`src/rtl/kcombo_pkg.sv`:
```
// Shared constants and types for the key combination detector.
// Assumes a 4-bit action field per channel with the bit order below.
package kcombo_pkg;
    localparam int ACT_W    = 4;
    localparam int ACT_BAT  = 0;
    localparam int ACT_RST  = 1;
    localparam int ACT_WAKE = 2;
    localparam int ACT_EC   = 3;

    typedef enum logic [1:0] {
        CH_WAIT_PRE = 2'd0,
        CH_ARMED    = 2'd1,
        CH_HELD     = 2'd2
    } ch_state_e;
endpackage

```
`src/rtl/kcombo_channel.sv`:
```
// One detection channel: guard phase, then hold phase, then wait for release.
// Assumes keys_n is already debounced and tick is a single-cycle enable.
// The fire output is a registered one-cycle pulse on the cycle after the completing tick.
module kcombo_channel #(
    parameter int NUM_IN = 5,
    parameter int CNT_W  = 16
) (
    input  logic              clk,
    input  logic              rst_n,
    input  logic              tick,
    input  logic [NUM_IN-1:0] keys_n,
    input  logic [NUM_IN-1:0] sel,
    input  logic [NUM_IN-1:0] pre_sel,
    input  logic [CNT_W-1:0]  pre_ticks,
    input  logic [CNT_W-1:0]  det_ticks,
    output logic              fire
);
    import kcombo_pkg::*;

    ch_state_e        state;
    logic [CNT_W-1:0] cnt;
    logic [CNT_W:0]   cnt_inc;
    logic [CNT_W-1:0] pre_lim, det_lim;
    logic             combo_ok, pre_ok, no_pre, armed, pre_done, det_done;

    // Condition decode and limit computation (zero counts as one tick).
    always_comb begin
        combo_ok = (sel != '0) && ((keys_n & sel) == '0);
        pre_ok   = ((keys_n & pre_sel) == '0);
        no_pre   = (pre_sel == '0);
        armed    = (state == CH_ARMED) || ((state == CH_WAIT_PRE) && no_pre);
        pre_lim  = (pre_ticks == '0) ? CNT_W'(1) : pre_ticks;
        det_lim  = (det_ticks == '0) ? CNT_W'(1) : det_ticks;
        cnt_inc  = {1'b0, cnt} + (CNT_W+1)'(1);
        pre_done = cnt_inc >= {1'b0, pre_lim};
        det_done = cnt_inc >= {1'b0, det_lim};
    end

    // Phase sequencing and the shared tick counter.
    always_ff @(posedge clk) begin
        if (!rst_n) begin
            state <= CH_WAIT_PRE;
            cnt   <= '0;
            fire  <= 1'b0;
        end else begin
            fire <= 1'b0;
            if (tick) begin
                if (armed) begin
                    if (!no_pre && !pre_ok) begin
                        state <= CH_WAIT_PRE;
                        cnt   <= '0;
                    end else if (combo_ok) begin
                        if (det_done) begin
                            fire  <= 1'b1;
                            state <= CH_HELD;
                            cnt   <= '0;
                        end else begin
                            cnt <= cnt_inc[CNT_W-1:0];
                        end
                    end else begin
                        cnt <= '0;
                    end
                end else if (state == CH_WAIT_PRE) begin
                    if (pre_ok) begin
                        if (pre_done) begin
                            state <= CH_ARMED;
                            cnt   <= '0;
                        end else begin
                            cnt <= cnt_inc[CNT_W-1:0];
                        end
                    end else begin
                        cnt <= '0;
                    end
                end else if (!combo_ok) begin
                    state <= CH_WAIT_PRE;
                    cnt   <= '0;
                end
            end
        end
    end

    // a fire always follows a tick on which every selected key was active.
    a_r2_fire_on_held_tick: assert property (@(posedge clk) disable iff (!rst_n)
        fire |-> $past(tick && sel != '0 && (keys_n & sel) == '0));
    // a fire always follows a tick on which the guard pattern was met.
    a_r4_guard_met: assert property (@(posedge clk) disable iff (!rst_n)
        fire |-> $past((keys_n & pre_sel) == '0));
    // the fire output is a single-cycle pulse.
    a_r7_single_pulse: assert property (@(posedge clk) disable iff (!rst_n)
        fire |=> !fire);
endmodule

```
`src/rtl/kcombo_status.sv`:
```
// Sticky per-channel status: set by a fire, cleared by a write-one pulse; set wins.
// Assumes fire and clr are single-clock-domain signals.
module kcombo_status #(
    parameter int NUM_CH = 4
) (
    input  logic              clk,
    input  logic              rst_n,
    input  logic [NUM_CH-1:0] fire,
    input  logic [NUM_CH-1:0] clr,
    output logic [NUM_CH-1:0] status
);
    for (genvar i = 0; i < NUM_CH; i++) begin : g_bit
        // Hold, set or clear one status bit.
        always_ff @(posedge clk) begin
            if (!rst_n)       status[i] <= 1'b0;
            else if (fire[i]) status[i] <= 1'b1;
            else if (clr[i])  status[i] <= 1'b0;
        end

        // fire sets the bit on the next cycle.
        a_r8_set: assert property (@(posedge clk) disable iff (!rst_n)
            fire[i] |=> status[i]);
        // clear without a fire empties the bit.
        a_r8_clear: assert property (@(posedge clk) disable iff (!rst_n)
            (clr[i] && !fire[i]) |=> !status[i]);
        // a set bit stays set without a clear.
        a_r8_sticky: assert property (@(posedge clk) disable iff (!rst_n)
            (status[i] && !clr[i]) |=> status[i]);
    end
endmodule

```
`src/rtl/kcombo_actions.sv`:
```
// Merges channel fires into the system action outputs and stretches the controller reset.
// Assumes fire pulses are one cycle wide; a new stretch request reloads the width.
module kcombo_actions #(
    parameter int NUM_CH = 4,
    parameter int CNT_W  = 16
) (
    input  logic                           clk,
    input  logic                           rst_n,
    input  logic                           tick,
    input  logic [NUM_CH-1:0]              fire,
    input  logic [NUM_CH*kcombo_pkg::ACT_W-1:0] act_mask,
    input  logic [CNT_W-1:0]               ec_width,
    output logic                           bat_disable,
    output logic                           rst_req,
    output logic                           wake_req,
    output logic                           ec_rst_n
);
    import kcombo_pkg::*;

    logic [NUM_CH-1:0] hit_bat, hit_rst, hit_wake, hit_ec;
    logic [CNT_W-1:0]  rem;
    logic [CNT_W-1:0]  ec_lim;

    for (genvar i = 0; i < NUM_CH; i++) begin : g_hit
        assign hit_bat[i]  = fire[i] & act_mask[i*ACT_W + ACT_BAT];
        assign hit_rst[i]  = fire[i] & act_mask[i*ACT_W + ACT_RST];
        assign hit_wake[i] = fire[i] & act_mask[i*ACT_W + ACT_WAKE];
        assign hit_ec[i]   = fire[i] & act_mask[i*ACT_W + ACT_EC];
    end

    assign rst_req  = |hit_rst;
    assign wake_req = |hit_wake;
    assign ec_lim   = (ec_width == '0) ? CNT_W'(1) : ec_width;
    assign ec_rst_n = (rem == '0);

    // Sticky battery-cut level.
    always_ff @(posedge clk) begin
        if (!rst_n)        bat_disable <= 1'b0;
        else if (|hit_bat) bat_disable <= 1'b1;
    end

    // Remaining ticks of the controller reset stretch.
    always_ff @(posedge clk) begin
        if (!rst_n)                 rem <= '0;
        else if (|hit_ec)           rem <= ec_lim;
        else if (tick && rem != '0) rem <= rem - CNT_W'(1);
    end

    // the battery-cut level never drops outside reset.
    a_r9_bat_sticky: assert property (@(posedge clk) disable iff (!rst_n)
        bat_disable |=> bat_disable);
    // the controller reset only starts after a fire that selects it.
    a_r10_ec_start: assert property (@(posedge clk) disable iff (!rst_n)
        $fell(ec_rst_n) |-> $past(|hit_ec));
    // the stretch cannot end between ticks.
    a_r10_ec_hold: assert property (@(posedge clk) disable iff (!rst_n)
        (!ec_rst_n && !tick) |=> !ec_rst_n);
endmodule

```
`src/rtl/kcombo_detect.sv`:
```
// Top of the key combination detector: NUM_CH channels, sticky status, action merge.
// Assumes configuration is held stable while a channel is counting.
module kcombo_detect #(
    parameter int NUM_IN = 5,
    parameter int NUM_CH = 4,
    parameter int CNT_W  = 16
) (
    input  logic                      clk,
    input  logic                      rst_n,
    input  logic                      tick,
    input  logic [NUM_IN-1:0]         keys_n,
    input  logic [NUM_CH*NUM_IN-1:0]  sel_mask,
    input  logic [NUM_CH*NUM_IN-1:0]  pre_mask,
    input  logic [NUM_CH*CNT_W-1:0]   pre_ticks,
    input  logic [NUM_CH*CNT_W-1:0]   det_ticks,
    input  logic [NUM_CH*4-1:0]       act_mask,
    input  logic [CNT_W-1:0]          ec_width,
    input  logic [NUM_CH-1:0]         status_clr,
    output logic                      bat_disable,
    output logic                      rst_req,
    output logic                      wake_req,
    output logic                      ec_rst_n,
    output logic [NUM_CH-1:0]         combo_status
);
    logic [NUM_CH-1:0] fire;

    for (genvar c = 0; c < NUM_CH; c++) begin : g_ch
        kcombo_channel #(.NUM_IN(NUM_IN), .CNT_W(CNT_W)) u_ch (
            .clk       (clk),
            .rst_n     (rst_n),
            .tick      (tick),
            .keys_n    (keys_n),
            .sel       (sel_mask[c*NUM_IN +: NUM_IN]),
            .pre_sel   (pre_mask[c*NUM_IN +: NUM_IN]),
            .pre_ticks (pre_ticks[c*CNT_W +: CNT_W]),
            .det_ticks (det_ticks[c*CNT_W +: CNT_W]),
            .fire      (fire[c])
        );
    end

    kcombo_status #(.NUM_CH(NUM_CH)) u_status (
        .clk    (clk),
        .rst_n  (rst_n),
        .fire   (fire),
        .clr    (status_clr),
        .status (combo_status)
    );

    kcombo_actions #(.NUM_CH(NUM_CH), .CNT_W(CNT_W)) u_act (
        .clk         (clk),
        .rst_n       (rst_n),
        .tick        (tick),
        .fire        (fire),
        .act_mask    (act_mask),
        .ec_width    (ec_width),
        .bat_disable (bat_disable),
        .rst_req     (rst_req),
        .wake_req    (wake_req),
        .ec_rst_n    (ec_rst_n)
    );

    // a status bit can only rise for a channel with a non-empty select mask.
    for (genvar c = 0; c < NUM_CH; c++) begin : g_chk
        a_r6_empty_mask_silent: assert property (@(posedge clk) disable iff (!rst_n)
            $rose(combo_status[c]) |-> $past(sel_mask[c*NUM_IN +: NUM_IN] != '0, 2));
    end
endmodule

```
`config.mk`:
```
export PLATFORM = sky130hd
export DESIGN_NAME = kcombo_detect
export DESIGN_NICKNAME = d
export VERILOG_FILES = /design/src/rtl/kcombo_pkg.sv /design/src/rtl/kcombo_channel.sv /design/src/rtl/kcombo_status.sv /design/src/rtl/kcombo_actions.sv /design/src/rtl/kcombo_detect.sv
export SDC_FILE = /design/constraint.sdc
export NUM_CORES = 1
export LEC_CHECK = 0
export BUFFER_PORTS_ARGS = -buffer_cell sky130_fd_sc_hd__buf_2
export CAP_MARGIN = 10
export CORE_ASPECT_RATIO = 0.7
export CORE_MARGIN = 2
export CORE_UTILIZATION = 38
export DETAILED_ROUTE_END_ITERATION = 10
export SLEW_MARGIN = 15
export SYNTH_ARGS = -nofsm -noshare
export SYNTH_HDL_FRONTEND = slang
export SYNTH_HIERARCHICAL = 1
export SYNTH_SLANG_ARGS = --single-unit
export TNS_END_PERCENT = 1
```
`constraint.sdc`:
```
create_clock -name clk -period 8.51 [get_ports clk]
set_input_delay 1.2765 -clock clk [delete_from_list [all_inputs] [get_ports clk]]
set_output_delay 1.2765 -clock clk [all_outputs]
set_load 0.005 [all_outputs]
```
==> parameters.txt <==
Parameter                              Value

Run status
  Result of the run ... complete, no violations

STA
  Clock skew after layout ... ~0.0037 ns
  Count of endpoints failing hold in the final timing report ... 0
  Final worst-path cycle share ... 0.5298
  Final critical-path required period ... 4.509 ns
  Hold WS ... 0.4830 ns
  Unrepaired setup endpoints after global routing ... false
  Final max-slew violation count ... 0
  Actual transition at the worst max-transition pin ... 1.089 ns
  Total negative slack ... 0 ns
  Slew margin rel. ... 0.2722
  Highest Clock Rate ... between 200 and 250 MHz
  Final setup viols ... 0

Pwr
  Highest ir drop seen on vdd ... approximately 0.10 mV
  Leak Pwr ... 5.399 nW
  Power per cell area ... 127.3 nW/um2
  Total power after layout ... around 1.4 mW

Final layout
  Share of cells above drive strength 1 ... 0.2062
  Number of non-filler instances in the completed layout ... around 1700
  Finished Cell Area ... ~11000 um2
  Syn-to-layout area delta ... 18.39%
  Total of fill cells in the finished design ... 2374
  Antenna Diode Count ... 0
  Nets ... 1719

Logic synthesis
  Cell area after technology mapping ... 9176 um2
  EDFF count, synth ... 0
  Syn. warnings ... 6
  Area contributors post-synth ... dfxtp_1, ha_1, inv_1
  Register bit total from synthesis ... 97
  Ys flop type ... dfxtp_1
  Mapped Nets ... 1507
  Share of flip-flops with an asynchronous set or reset ... 0
  Mean cell area of the mapped netlist ... just under 8 um2
  Dominant cell type by area after synthesis ... dfxtp_1
  Number of distinct library cells after synthesis ... 82
  Share of the yosys chip area belonging to registers ... 0.2116
  Share of the synthesized area in the top cell type ... 0.2116
  Synthesized instance count ... 1162

Critical path
  Largest stage delay on the critical path ... 0.78 ns
  Crit path max-delay cell type ... o32ai_2
  Critical Path End Type ... register
  Startpoint type of the worst setup path ... register
  Family of cells with the greatest summed delay on the critical path ... simple AND/OR/NAND/NOR gates
  Critical path class ... reg2reg
  Total buffers and inverters traversed by the critical path ... 1
  Highest fanout seen on the critical path ... 11
  Data required, critical path ... a little under 9 ns
  Chain of cells forming the critical path ... ha_1, nand3_1, nor3_1, inv_2, or2_1, nor2_1, xor2_1, ha_1, a21o_1, a221oi_1, nand3_1, o32ai_2, and3_1, a22o_1
  Critical Path AT ... approximately 4.8 ns
  Reg2Reg Setup Slack ... approximately 4.0 ns

Placed design
  Final Wtd Congestion ... 0.8734
  Placed cell count ... 1681
  Post-Place Cell Area ... 10570 um2
  Placed wire-length estimate after detailed placement ... 22.59 mm
  Port buffer count ... approximately 220

Detailed routing
  Count of nets left with antenna violations after detail routing ... 0
  Router iterations before antenna repair ... 5
  Final WL ... 27.00 mm
  Detail-routed net length per standard cell ... 15.93 um
  Vias ... 9313
  Number of design rule violations left after detail routing ... 0
  Vias per Instance ... roughly 5.5
  1st-iter DRT viols ... roughly 730

Floorplan
  Ports placed on the boundary ... 220
  Floorplan core area ... 23700 um2
  Height of the chip ... 134.0 um
  Initial Utilization ... 0.3872
  Width of the die ... about 190 um
  Number of core rows ... between 40 and 50
  Die footprint ... about 25000 um2

Flow run
  Maximum Capacitance Violations ... 0

Clock network
  Hold-fix buffers at CTS ... 0
  TritonCTS clock tree ... yes
  Clock-pin transition on the worst setup and hold timing paths ... 0.06 ns
  Buffer depth of the longest clock path ... 2
  Number of setup buffers added after CTS ... 0
  Number of instances resized during post-cts repair ... 0
  Maximum level of the CTS H-tree ... 3
  CTS Sinks ... 97
  Root buffer cell ... clkbuf_16
  Clock insertion delay at the later pin of the skew report ... 0.34 ns
  Clock buffers created by TritonCTS ... 9

Global route
  Total Routing Usage GR ... 0.2114
  Number of global-route vias before repair ... 8753
  Remaining Overflow, GRT ... 0
  Initial antenna violation count ... 0
  Wire length of the first global-routing pass ... 43.97 mm
  Pin count of the biggest net entering global routing ... 63

Hold path
  Worst min path class ... reg2reg
## state kept, by name, indices dropped and copies added (netlist names)
register	flops
g_ch.u_ch/cnt	64
g_ch.u_ch/fire	4
g_ch.u_ch/state	8
u_act/bat_disable	1
u_act/rem	16
u_status/status	4
## synthesized netlist by cell type, drive strengths merged (3+ instances only)
library cell	instances
inv	165
ha	133
dfxtp	97
nand2	95
nand3	64
nor2	55
a21oi	50
nand4	41
nor4	39
o21ai	34
nor3	33
xnor2	28
a22o	25
a31oi	25
and3	23
a211oi	18
xor2	16
a22oi	15
a32o	14
o22ai	14
a21o	13
a21boi	12
clkbuf	12
o21a	12
nor2b	11
o31ai	11
buf	10
nand2b	9
a222oi	8
a41o	8
or4	8
mux2i	6
and2	5
or2	5
or3	5
a311oi	4
and4	4
nand4b	3
o211ai	3
o221a	3
o311ai	3
o31a	3
## cell families after synthesis
logic type,after synthesis,synth area share
compound gates,288,0.2308
xor+xnor,44,0.04200
fa+ha+maj,133,0.1813
buf+inv,187,0.08126
flops,97,0.2116
mux,7,0.007772
simple gates,406,0.2452
## metrics by stage
step / setup WS [ns] / util
after floorplan: 5.154 / -
after global placement: 4.112 / 0.4462
after detailed placement: 4.051 / 0.4462
after CTS: 4.038 / 0.4582
after global routing: 3.634 / 0.4584
final: 4.001 / 0.4584
## final timing paths
kind | startpoint | to | depth (start not counted)
worst min register to register | g_ch[1].u_ch/cnt[11] | g_ch[1].u_ch/cnt[11] | 2
worst max-delay path | g_ch[0].u_ch/cnt[0] | g_ch[0].u_ch/cnt[10] | 14
worst max register to register | g_ch[0].u_ch/cnt[0] | g_ch[0].u_ch/cnt[10] | 14
worst min-delay path | g_ch[1].u_ch/cnt[11] | g_ch[1].u_ch/cnt[11] | 2
## per-layer routing
metal	track usage	wire [um]
met3	0.02983	1392
met1	0.3301	14440
met5	0	0
met4	0.02584	148
met2	0.3118	11030
## tightest hold or removal path: cells and delay by family (launching register included)
family | cells | cell delay (ns)
flops | 1 | 0.34
simple gates | 2 | 0.11
## area by class of cell
cell class | count | area [um2] | share of cell area
multi-input combinational | 878 | 6494 | 0.5977
sequential | 97 | 1942 | 0.1787
timing repair buffer | 223 | 1126 | 0.1037
inverter | 165 | 619.3 | 0.05701
tap | 318 | 397.9 | 0.03662
clock buffer | 11 | 242.7 | 0.02234
clock inverter | 3 | 42.54 | 0.003916
## cell usage in the layout (no fill, tap or decap), types with 25 or more instances in the layout
cell type / instances
buf_2: 219
inv_1: 164
ha_1: 133
dfxtp_1: 97
nand2_1: 95
nand3_1: 63
nor2_1: 53
a21oi_1: 50
nand4_1: 37
nor4_1: 35
nor3_1: 30
o21ai_0: 29
xnor2_1: 28
a31oi_1: 25
a22o_1: 25
## report_power, final
part | switching [mW] | internal, mW
Sequential | 0.0400 | 0.484
Clock | 0.170 | 0.232
Combinational | 0.268 | 0.189
(Power assumes the default switching activity.)
